### src/rtl/cal_pkg.sv
package cal_pkg;

  localparam int unsigned NFIELD = 7;

  typedef enum logic [2:0] {
    A_SEC   = 3'd0,
    A_MIN   = 3'd1,
    A_HOUR  = 3'd2,
    A_DOW   = 3'd3,
    A_DATE  = 3'd4,
    A_MONTH = 3'd5,
    A_YEAR  = 3'd6,
    A_NONE  = 3'd7
  } cal_addr_e;

  // Next value of a two-digit BCD number (no wrap handling).
  function automatic logic [7:0] bcd_inc(input logic [7:0] v);
    logic [7:0] r;
    if (v[3:0] >= 4'd9) begin
      r[3:0] = 4'd0;
      r[7:4] = v[7:4] + 4'd1;
    end else begin
      r[3:0] = v[3:0] + 4'd1;
      r[7:4] = v[7:4];
    end
    return r;
  endfunction

  // Two-digit BCD year divisible by 4: 10*t+u = 0 mod 4 <=> 2t+u = 0 mod 4.
  function automatic logic bcd_leap(input logic [7:0] y);
    if (y[4] == 1'b0)
      return (y[3:0] == 4'd0) || (y[3:0] == 4'd4) || (y[3:0] == 4'd8);
    else
      return (y[3:0] == 4'd2) || (y[3:0] == 4'd6);
  endfunction

  // Last valid date (BCD) of BCD month m in BCD year y.
  function automatic logic [7:0] month_len(input logic [7:0] m, input logic [7:0] y);
    case (m)
      8'h02:                      return bcd_leap(y) ? 8'h29 : 8'h28;
      8'h04, 8'h06, 8'h09, 8'h11: return 8'h30;
      default:                    return 8'h31;
    endcase
  endfunction

  function automatic logic [7:0] field_mask(input int i);
    case (i)
      0, 1:    return 8'h7F;
      2, 4:    return 8'h3F;
      3:       return 8'h07;
      5:       return 8'h1F;
      default: return 8'hFF;
    endcase
  endfunction

  // Value a field wraps to, also its reset value.
  function automatic logic [7:0] field_lo(input int i);
    case (i)
      3, 4, 5: return 8'h01;
      default: return 8'h00;
    endcase
  endfunction

  function automatic logic [7:0] field_top(input int i);
    case (i)
      0, 1:    return 8'h59;
      2:       return 8'h23;
      3:       return 8'h07;
      4:       return 8'h31;
      5:       return 8'h12;
      default: return 8'h99;
    endcase
  endfunction

endpackage

### src/rtl/cal_prescaler.sv
module cal_prescaler #(
  parameter int unsigned DIV = 32768,
  parameter int unsigned CW  = 15
) (
  input  logic          clk,
  input  logic          rst_n,
  input  logic          osc_en,
  input  logic          halt,
  input  logic          clr,
  output logic          tick,
  output logic [CW-1:0] cnt_o
);

  localparam logic [CW-1:0] LAST = CW'(DIV - 1);

  logic [CW-1:0] cnt;

  assign tick  = osc_en && !halt && (cnt == LAST);
  assign cnt_o = cnt;

  always_ff @(posedge clk) begin
    if (!rst_n)                cnt <= '0;
    else if (clr)              cnt <= '0;
    else if (osc_en && !halt)  cnt <= tick ? '0 : cnt + CW'(1);
  end

endmodule

### src/rtl/cal_bcd_field.sv
module cal_bcd_field #(
  parameter logic [7:0] MASK = 8'hFF,
  parameter logic [7:0] LO   = 8'h00
) (
  input  logic       clk,
  input  logic       rst_n,
  input  logic       load,
  input  logic [7:0] load_val,
  input  logic       step,
  input  logic [7:0] top_val,
  output logic [7:0] q,
  output logic       at_top
);

  assign at_top = (q >= top_val);

  always_ff @(posedge clk) begin
    if (!rst_n)     q <= LO;
    else if (load)  q <= load_val & MASK;
    else if (step)  q <= at_top ? LO : (cal_pkg::bcd_inc(q) & MASK);
  end

endmodule

### src/rtl/cal_century.sv
module cal_century (
  input  logic clk,
  input  logic rst_n,
  input  logic load,
  input  logic load_en,
  input  logic load_flag,
  input  logic year_carry,
  output logic cen_q,
  output logic flag_q
);

  always_ff @(posedge clk) begin
    if (!rst_n) begin
      cen_q  <= 1'b0;
      flag_q <= 1'b0;
    end else if (load) begin
      cen_q  <= load_en;
      flag_q <= load_flag;
    end else if (year_carry && cen_q) begin
      flag_q <= ~flag_q;
    end
  end

endmodule

### src/rtl/bcd_calendar_top.sv
module bcd_calendar_top #(
  parameter int unsigned DIV = 32768
) (
  input  logic       clk,
  input  logic       rst_n,
  input  logic       osc_en,
  input  logic       wr_en,
  input  logic [2:0] wr_addr,
  input  logic [7:0] wr_data,
  output logic [7:0] sec_q,
  output logic [7:0] min_q,
  output logic [7:0] hour_q,
  output logic [7:0] dow_q,
  output logic [7:0] date_q,
  output logic [7:0] month_q,
  output logic [7:0] year_q
);

  import cal_pkg::*;

  localparam int unsigned CW = (DIV > 1) ? $clog2(DIV) : 1;

  logic [7:0]    fld     [NFIELD];
  logic [7:0]    fld_top [NFIELD];
  logic [NFIELD-1:0] ld, fstep, hit;

  logic          stop_q, cen_q, cb_q;
  logic          tick_raw, tick_adv;
  logic          day_carry, dow_wrap, year_carry;
  logic [CW-1:0] pre_cnt;

  // load decode
  for (genvar i = 0; i < NFIELD; i++) begin : g_ld
    assign ld[i] = wr_en && (wr_addr == 3'(i));
  end

  // stop bit lives beside the seconds digits
  always_ff @(posedge clk) begin
    if (!rst_n)      stop_q <= 1'b0;
    else if (ld[0])  stop_q <= wr_data[7];
  end

  cal_prescaler #(.DIV(DIV), .CW(CW)) u_pre (
    .clk    (clk),
    .rst_n  (rst_n),
    .osc_en (osc_en),
    .halt   (stop_q),
    .clr    (ld[0]),
    .tick   (tick_raw),
    .cnt_o  (pre_cnt)
  );

  // a load cycle swallows a coincident tick
  assign tick_adv = tick_raw && !wr_en;

  // limits: fixed except the date, which follows month and year
  always_comb begin
    for (int i = 0; i < NFIELD; i++) fld_top[i] = field_top(i);
    fld_top[4] = month_len(fld[5], fld[6]);
  end

  // carry chain, all resolved in the tick cycle
  always_comb begin
    fstep[0]   = tick_adv;
    fstep[1]   = fstep[0] & hit[0];
    fstep[2]   = fstep[1] & hit[1];
    day_carry  = fstep[2] & hit[2];
    fstep[3]   = day_carry;
    fstep[4]   = day_carry;
    fstep[5]   = day_carry & hit[4];
    fstep[6]   = fstep[5] & hit[5];
    year_carry = fstep[6] & hit[6];
    dow_wrap   = day_carry & hit[3];
  end

  for (genvar i = 0; i < NFIELD; i++) begin : g_fld
    cal_bcd_field #(
      .MASK (field_mask(i)),
      .LO   (field_lo(i))
    ) u_f (
      .clk      (clk),
      .rst_n    (rst_n),
      .load     (ld[i]),
      .load_val (wr_data),
      .step     (fstep[i]),
      .top_val  (fld_top[i]),
      .q        (fld[i]),
      .at_top   (hit[i])
    );
  end

  cal_century u_cent (
    .clk        (clk),
    .rst_n      (rst_n),
    .load       (ld[2]),
    .load_en    (wr_data[6]),
    .load_flag  (wr_data[7]),
    .year_carry (year_carry),
    .cen_q      (cen_q),
    .flag_q     (cb_q)
  );

  assign sec_q   = {stop_q, 7'b0} | fld[0];
  assign min_q   = fld[1];
  assign hour_q  = {cb_q, cen_q, 6'b0} | fld[2];
  assign dow_q   = fld[3];
  assign date_q  = fld[4];
  assign month_q = fld[5];
  assign year_q  = fld[6];

endmodule

### config.mk
export PLATFORM = sky130hd
export DESIGN_NAME = bcd_calendar_top
export DESIGN_NICKNAME = d
export VERILOG_FILES = /design/src/rtl/cal_pkg.sv /design/src/rtl/cal_prescaler.sv /design/src/rtl/cal_bcd_field.sv /design/src/rtl/cal_century.sv /design/src/rtl/bcd_calendar_top.sv
export SDC_FILE = /design/constraint.sdc
export NUM_CORES = 1
export LEC_CHECK = 0
export ABC_AREA = 1
export BUFFER_PORTS_ARGS = -buffer_cell sky130_fd_sc_hd__buf_2
export CAP_MARGIN = 20
export CORE_MARGIN = 1
export CORE_UTILIZATION = 30
export CTS_CLUSTER_SIZE = 25
export DETAILED_ROUTE_END_ITERATION = 12
export PLACE_DENSITY = 0.56
export RECOVER_POWER = 100
export SYNTH_ARGS = -nofsm -noshare
export SYNTH_HDL_FRONTEND = slang
export SYNTH_SLANG_ARGS = --single-unit
### constraint.sdc
create_clock -name clk -period 2.1 [get_ports clk]
set_input_delay 0.63 -clock clk [delete_from_list [all_inputs] [get_ports clk]]
set_output_delay 0.63 -clock clk [all_outputs]
set_load 0.02 [all_outputs]
; ---- Yosys cells after proc, flatten, opt, wreduce, memory -nomap -nowiden
; Cells that the tools add are included.
[classes]
add_sub_neg = 14
mul = 0
div = 0
magnitude_cmp = 14
eq_ne = 16
shifts = 0
n_mux = 35
n_bitwise = 10
n_reduce_logical = 40
[op_table]
columns = cell, n
row1 = $mux W7, 8
row2 = $mux W6, 8
row3 = $mux W8, 4
row4 = $add A4 B1 Y4 const B, 7
row5 = $ge A4 B4 Y1 const B, 6
row6 = $mux W5, 4
row7 = $reduce_bool A3 Y1, 6
row8 = $reduce_bool A2 Y1, 8
row9 = $add A15 B1 Y15 const B, 1
row10 = $eq A15 B15 Y1 const B, 1
row11 = $mux W15, 1
row12 = $ge A7 B7 Y1 const B, 2
row13 = $mux W3, 4
row14 = $reduce_and A2 Y1, 6
row15 = $logic_and A1 B1 Y1, 11
row16 = $eq A5 B3 Y1 const B, 2
row17 = $pmux W5 S2, 1
row18 = $add A3 B1 Y3 const B, 3
row19 = $eq A3 B3 Y1 const B, 3
row20 = $eq A4 B3 Y1 const B, 2
row21 = $ge A8 B8 Y1 const B, 1
row22 = $or A8 B6 Y8, 1
row23 = $or A8 B7 Y8, 1
row24 = $and A1 B1 Y1, 6
row25 = 22 further kinds, 32
[word_totals]
ff_bits = 60
latchBits = 0
mem_bits_rw = 0
romBits = 0
out_inout_bits = 56
wordCells = 146
memories = 0

; ---- Logic depth before layout (Yosys ltp)
[depth]
word_depth = 14
ltp_mapped = 17
depth_no_buf = 17

; ---- Hierarchy
; Synthesis repeated with hierarchy kept, for this count alone.
[hier_totals]
cells_unflattened = 906
area_unflattened_um2 = 5994.5
[by_module_without_submodules]
columns = module, instances, cells_per_inst, area_each_um2, seq_area_each_um2
row1 = cal_bcd_field at g_fld[0].u_f ..., 2, 105, 735.7, 140.1
row2 = cal_bcd_field at g_fld[6].u_f, 1, 131, 885.8, 160.2
row3 = cal_prescaler, 1, 119, 800.8, 300.3
row4 = cal_bcd_field at g_fld[4].u_f, 1, 108, 698.2, 120.1
row5 = cal_bcd_field at g_fld[2].u_f, 1, 104, 689.4, 120.1
row6 = cal_bcd_field at g_fld[5].u_f, 1, 92, 621.8, 100.1
row7 = bcd_calendar_top, 1, 72, 395.4, 20.0
row8 = cal_bcd_field at g_fld[3].u_f, 1, 55, 339.1, 60.1
row9 = cal_century, 1, 15, 92.6, 40.0

; ---- Worst setup path after synthesis
; OpenSTA, ideal clock, no wires.
[synth_path]
kind = flip-flop to flip-flop
start = register g_fld[6].u_f.q[0]
end = register g_fld[4].u_f.q[5]
setup_time_ps = 64
t_arrival_ps = 2343
required_time_ps = 2036
setup_slack_ps = -307
path_stages_with_launch = 16
n_path_buf = 0
cell_sequence = dfxtp_1 -> inv_1 -> ha_1 -> inv_1 -> o21ai_0 -> o2111ai_1 -> a32oi_1 -> ha_1 -> nand4_1 -> nand3_1 -> nor2_1 -> nand2_1 -> and2_1 -> nand3_1 -> nand2_1 -> nor2_1
[synth_via]
elab_chain_len = 11
elab_cells_between_ends = 18
classes_between = 1 x order compare / 4 x eq/ne / 7 x mux / 6 x reduce/logical
[synth_rtl]
columns = element, line
row1 = start: declaration, cal_bcd_field.sv:11  ; output logic [7:0] q,
row2 = start signal: assignment, cal_bcd_field.sv:19  ; else if (load) q <= load_val & MASK;
row3 = start signal: assignment, cal_bcd_field.sv:20  ; else if (step) q <= at_top ? LO : (cal_pkg::bcd_inc(q) & MASK);
row4 = $eq A4 B3 Y1 or $logic_not A4 Y1 (tied branches), cal_pkg.sv:32  ; return (y[3:0] == 4'd0) || (y[3:0] == 4'd4) || (y[3:0] == 4'd8);
row5 = $logic_or A1 B1 Y1 (2 in a row), cal_pkg.sv:32
row6 = $mux W1 (*), cal_pkg.sv:31  ; if (y[4] == 1'b0)
row7 = $mux W1 (*), cal_pkg.sv:39  ; case (m)
row8 = $mux W1 (*), cal_pkg.sv:40  ; 8'h02: return bcd_leap(y) ? 8'h29 : 8'h28;
row9 = $pmux W5 S2 (*), cal_pkg.sv:39
row10 = $ge A6 B6 Y1 (*), cal_bcd_field.sv:15  ; assign at_top = (q >= top_val);
row11 = $mux W6 (2 in a row), cal_bcd_field.sv:20
row12 = $mux W6, cal_bcd_field.sv:19
row13 = end signal: assignment, cal_bcd_field.sv:19
row14 = end signal: assignment, cal_bcd_field.sv:20
row15 = end: declaration, cal_bcd_field.sv:11
; Every way passes the cells marked *; elsewhere a longest branch is shown, timed or not. The select of a mux whose other input is x is not followed.
; A chain may end at the register's enable or synchronous reset.

; ---- Worst setup path after layout
[layout_path]
start = register g_fld[6].u_f.q[1]
end = register g_fld[6].u_f.q[1]
[layout_via]
elab_chain_len = 11
elab_cells_between_ends = 23
classes_between = 1 x add/sub / 3 x order compare / 4 x eq/ne / 8 x mux / 2 x bitwise / 5 x reduce/logical
[layout_rtl]
columns = element, line
row1 = $eq A4 B3 Y1 or $logic_not A4 Y1 (tied branches), cal_pkg.sv:32
row2 = $logic_or A1 B1 Y1 (2 in a row), cal_pkg.sv:32
row3 = $mux W1, cal_pkg.sv:31
row4 = $mux W1, cal_pkg.sv:39
row5 = $mux W1, cal_pkg.sv:40
row6 = $pmux W5 S2, cal_pkg.sv:39
row7 = $ge A6 B6 Y1, cal_bcd_field.sv:15
row8 = $and A1 B1 Y1, bcd_calendar_top.sv:70  ; fstep[5] = day_carry & hit[4];
row9 = $and A1 B1 Y1, bcd_calendar_top.sv:71  ; fstep[6] = fstep[5] & hit[5];
row10 = $reduce_bool A2 Y1 (no line), -
; Parallel ways exist; a longest one is shown, timed or not. The select of a mux whose other input is x is not followed.

==> results.ini <==
[global_route]
grt_max_degree = 27
groute.usage.overall = 0.174
grt_pass1_wl_mm = 19.7
antenna_found_initial = 0
grt-ovfl-total = 0
grt_pass1_vias = 4074

[critical_path]
required_ps = 2350
critPathMaxFanout = 6
r2r_start = g_fld[6].u_f.q[1]$_SDFFE_PN0P_
cpLargestDelayFamily = simple AND/OR/NAND/NOR gates
max_stage_delay_ps = 360
critPathBufInv = 2
cp_slowest_cell = dfxtp_4
worstRegToRegCells = 12
cp_common_cell = ha_1
cp-start-kind = register
path_class = reg2reg
cp_num_cells = 12
cp-end-kind = register
r2r-end = g_fld[6].u_f.q[1]$_SDFFE_PN0P_
r2r_slack_ps = -80
path_cells = inv_1, ha_1, o2111ai_2, a32oi_1, ha_1, nand4_1, nand3_4, buf_4, nand4_4, nand2_4, nand2_1, a21oi_1
critPathArrivalTime_ps = 2440

[clock_tree]
clkTransAtPathRegs_ps = 50
insertion_delay_ps = 330
clock_sinks = 60
root_buffer = clkbuf_16
htree_levels = 3
cts_tree = yes
clock_tree.buffer_depth = 2
cts_buffers = 9
holdBufCountCts = 0

[min_path]
worstHoldPathCells = 2
hp-start = u_pre.cnt_o[9]$_SDFFE_PP0P_
holdPathEnd = u_pre.cnt_o[9]$_SDFFE_PP0P_
hold_path.class = reg2reg

[run_status]
outcome = finished with violations
violations = negative setup slack

[die]
ioPinCount = 71
initial_core_util = 0.310
core_mm2 = 0.0133
die_h_um = 120
die_w_um = 120
rows = 42
design.die.area_mm2 = 0.0143

[route]
wire_per_inst_um = 13.8
first_pass_iters = 4
via_count = 4209
ant_nets = 0
drtIter0Drc = 176
drt-total-wl_mm = 12.1
viasPerCell = 4.83
drc = 0

[finish]
area_growth_pct = 29.7
insertedDiodeCount = 0
fin_util = 0.403
num-nets-final = 741
layout-drive-gt1-share = 0.243
final_cell_mix = nand2_1 (99), inv_1 (81), nor2_1 (59)
mostFrequentLayoutCell = nand2_1

[logic_synthesis]
post_synth_xor_area_fraction = 0.0423
avgSynthCellArea_um2 = 6.96
seq_area_frac_synth = 0.290
synthAdderAreaFrac = 0.106
muxShareOfSynthArea = 0
netlist_area_mm2 = 0.00414
netlist_instances = 595
ys_warn_count = 0
yosysUniqueCellTypes = 42
synth-simple-area-share = 0.281
synth_top_family_by_area = simple AND/OR/NAND/NOR gates
synth-seq-cells = 60
synth-compound-area-share = 0.161

[power]
ir_drop_v = 0.000358
p_per_area_mw_per_mm2 = 578
switching_share = 0.238
p_clk_frac = 0.534
p_leak_nw = 2.33
p_comb_frac = 0.088
p_switching_uw = 739
p_seq_frac = 0.378
finalPower_mw = 3.11
p_int_mw = 2.37

[timing]
finalCriticalPeriod_ps = 2180
fin_ws_ps = -84.8
setup_viol = 12
finalClockSkew_ps = 3.53
setup_tns_ps = -713
fmax_mhz = 458
finalMaxSlewViolations = 0
rsz0062_at_grt = yes
holdWs_ps = 458
timing.final.crit_share = 1.04
hold_viol = 0

[placement]
portBuffers = 59
dp_hpwl_mm = 8.99
gp_congestion = 0.834

[flow_run]
cap_violations = 0

-- what timing repair did --
| action | in CTS | in global routing |
|---|---|---|
| pin swaps | 11 | 23 |
| buffers inserted | 1 | 2 |
| gates cloned | 0 | 1 |
| endpoints found under the setup margin | 19 | 25 |
| resized for setup | 6 | 40 |
-- final cells by class --
cell class	instances	area [µm²]
multi-input cells	430	2690
inverters	94	355
clock buffers	12	267
clock inverters	4	70.1
fillers	1403	7980
well taps	176	220
flip-flops and latches	60	1210
repair buffers	96	552
-- how the worst max path moves through the flow --
stage	startpoint	end	slack, ps
detailed placement	g_fld[6].u_f.q[0]$_SDFFE_PN0P_	g_fld[5].u_f.q[1]$_SDFFE_PN0P_	-90
finish	g_fld[6].u_f.q[1]$_SDFFE_PN0P_	g_fld[6].u_f.q[1]$_SDFFE_PN0P_	-80
global placement	g_fld[6].u_f.q[0]$_SDFFE_PN0P_	g_fld[4].u_f.q[5]$_SDFFE_PN0P_	-60
floorplan	g_fld[6].u_f.q[0]$_SDFFE_PN0P_	g_fld[4].u_f.q[5]$_SDFFE_PN0P_	-10
CTS	g_fld[6].u_f.q[0]$_SDFFE_PN0P_	g_fld[4].u_f.q[4]$_SDFFE_PN0P_	-70
global route	g_fld[6].u_f.q[0]$_SDFFE_PN0P_	g_fld[4].u_f.q[4]$_SDFFE_PN0P_	-240
-- synth_stat cells (all sizes together) --
master     n  area (µm²)
a211o      1        8.76
a211oi     4        30.0
a21boi     1        7.51
a21oi     45         225
a22oi      1        7.51
a31o       2        17.5
a31oi     13        81.3
a32oi      1        8.76
and2       1        6.26
and3       1        6.26
buf       16         120
clkbuf     6        22.5
clkinv     2        7.51
conb       1        3.75
dfxtp     60        1200
ha        35         438
inv       92         345
nand2    110         423
nand3     44         238
nand4      8        65.1
nor2      71         340
nor3      12        70.1
nor3b      2        15.0
o2111ai    1        8.76
o211ai     4        30.0
o21a       2        15.0
o21ai     18        93.8
o22ai     21         131
xnor2     11        96.3
xor2       9        78.8
-- layer usage --
layer	GRT usage	part of all wire
met5	0	0
met4	0.0852	0.027
met3	0.0276	0.046
met2	0.289	0.47
met1	0.218	0.45
-- per-stage QoR --
stage / worst slack [ps] / instances / cell area, µm²
2_1_floorplan: -12.9 / 605 / 4220
3_3_place_gp: -59.0 / 852 / 4840
6_report: -84.8 / 872 / 5370
5_1_grt: -238 / 872 / 5370
3_5_place_dp: -89.7 / 852 / 4840
4_1_cts: -66.0 / 869 / 5210
-- power groups by stage --
stage	registers (mW)	logic, mW	clock network (mW)
3_5_place_dp	1.20	0.263	0
4_1_cts	1.18	0.266	1.70
2_1_floorplan	1.21	0.166	0
5_1_grt	1.18	0.302	1.75
3_3_place_gp	1.20	0.258	0
6_report	1.18	0.273	1.66
-- kinds of logic (layout without fill, tap and decap cells) --
family | count (synthesis) | in the layout
compound gates | 114 | 114
other cells | 1 | 11
xor+xnor | 20 | 20
flops | 60 | 60
fa+ha+maj | 35 | 35
simple gates | 249 | 250
buf+inv | 116 | 206
-- registers in the layout, summed over array words and instances, names as in the netlist --
signal,flops
g_fld.u_f.q,42
stop_q,1
u_pre.cnt_o,15
u_cent.cen_q,1
u_cent.flag_q,1
-- worst min-delay path: stages, from the launching register on --
cell	delay, ps
dfxtp_1	310
inv_1	50
a211oi_1	50
Power figures use the tool's default switching activity.
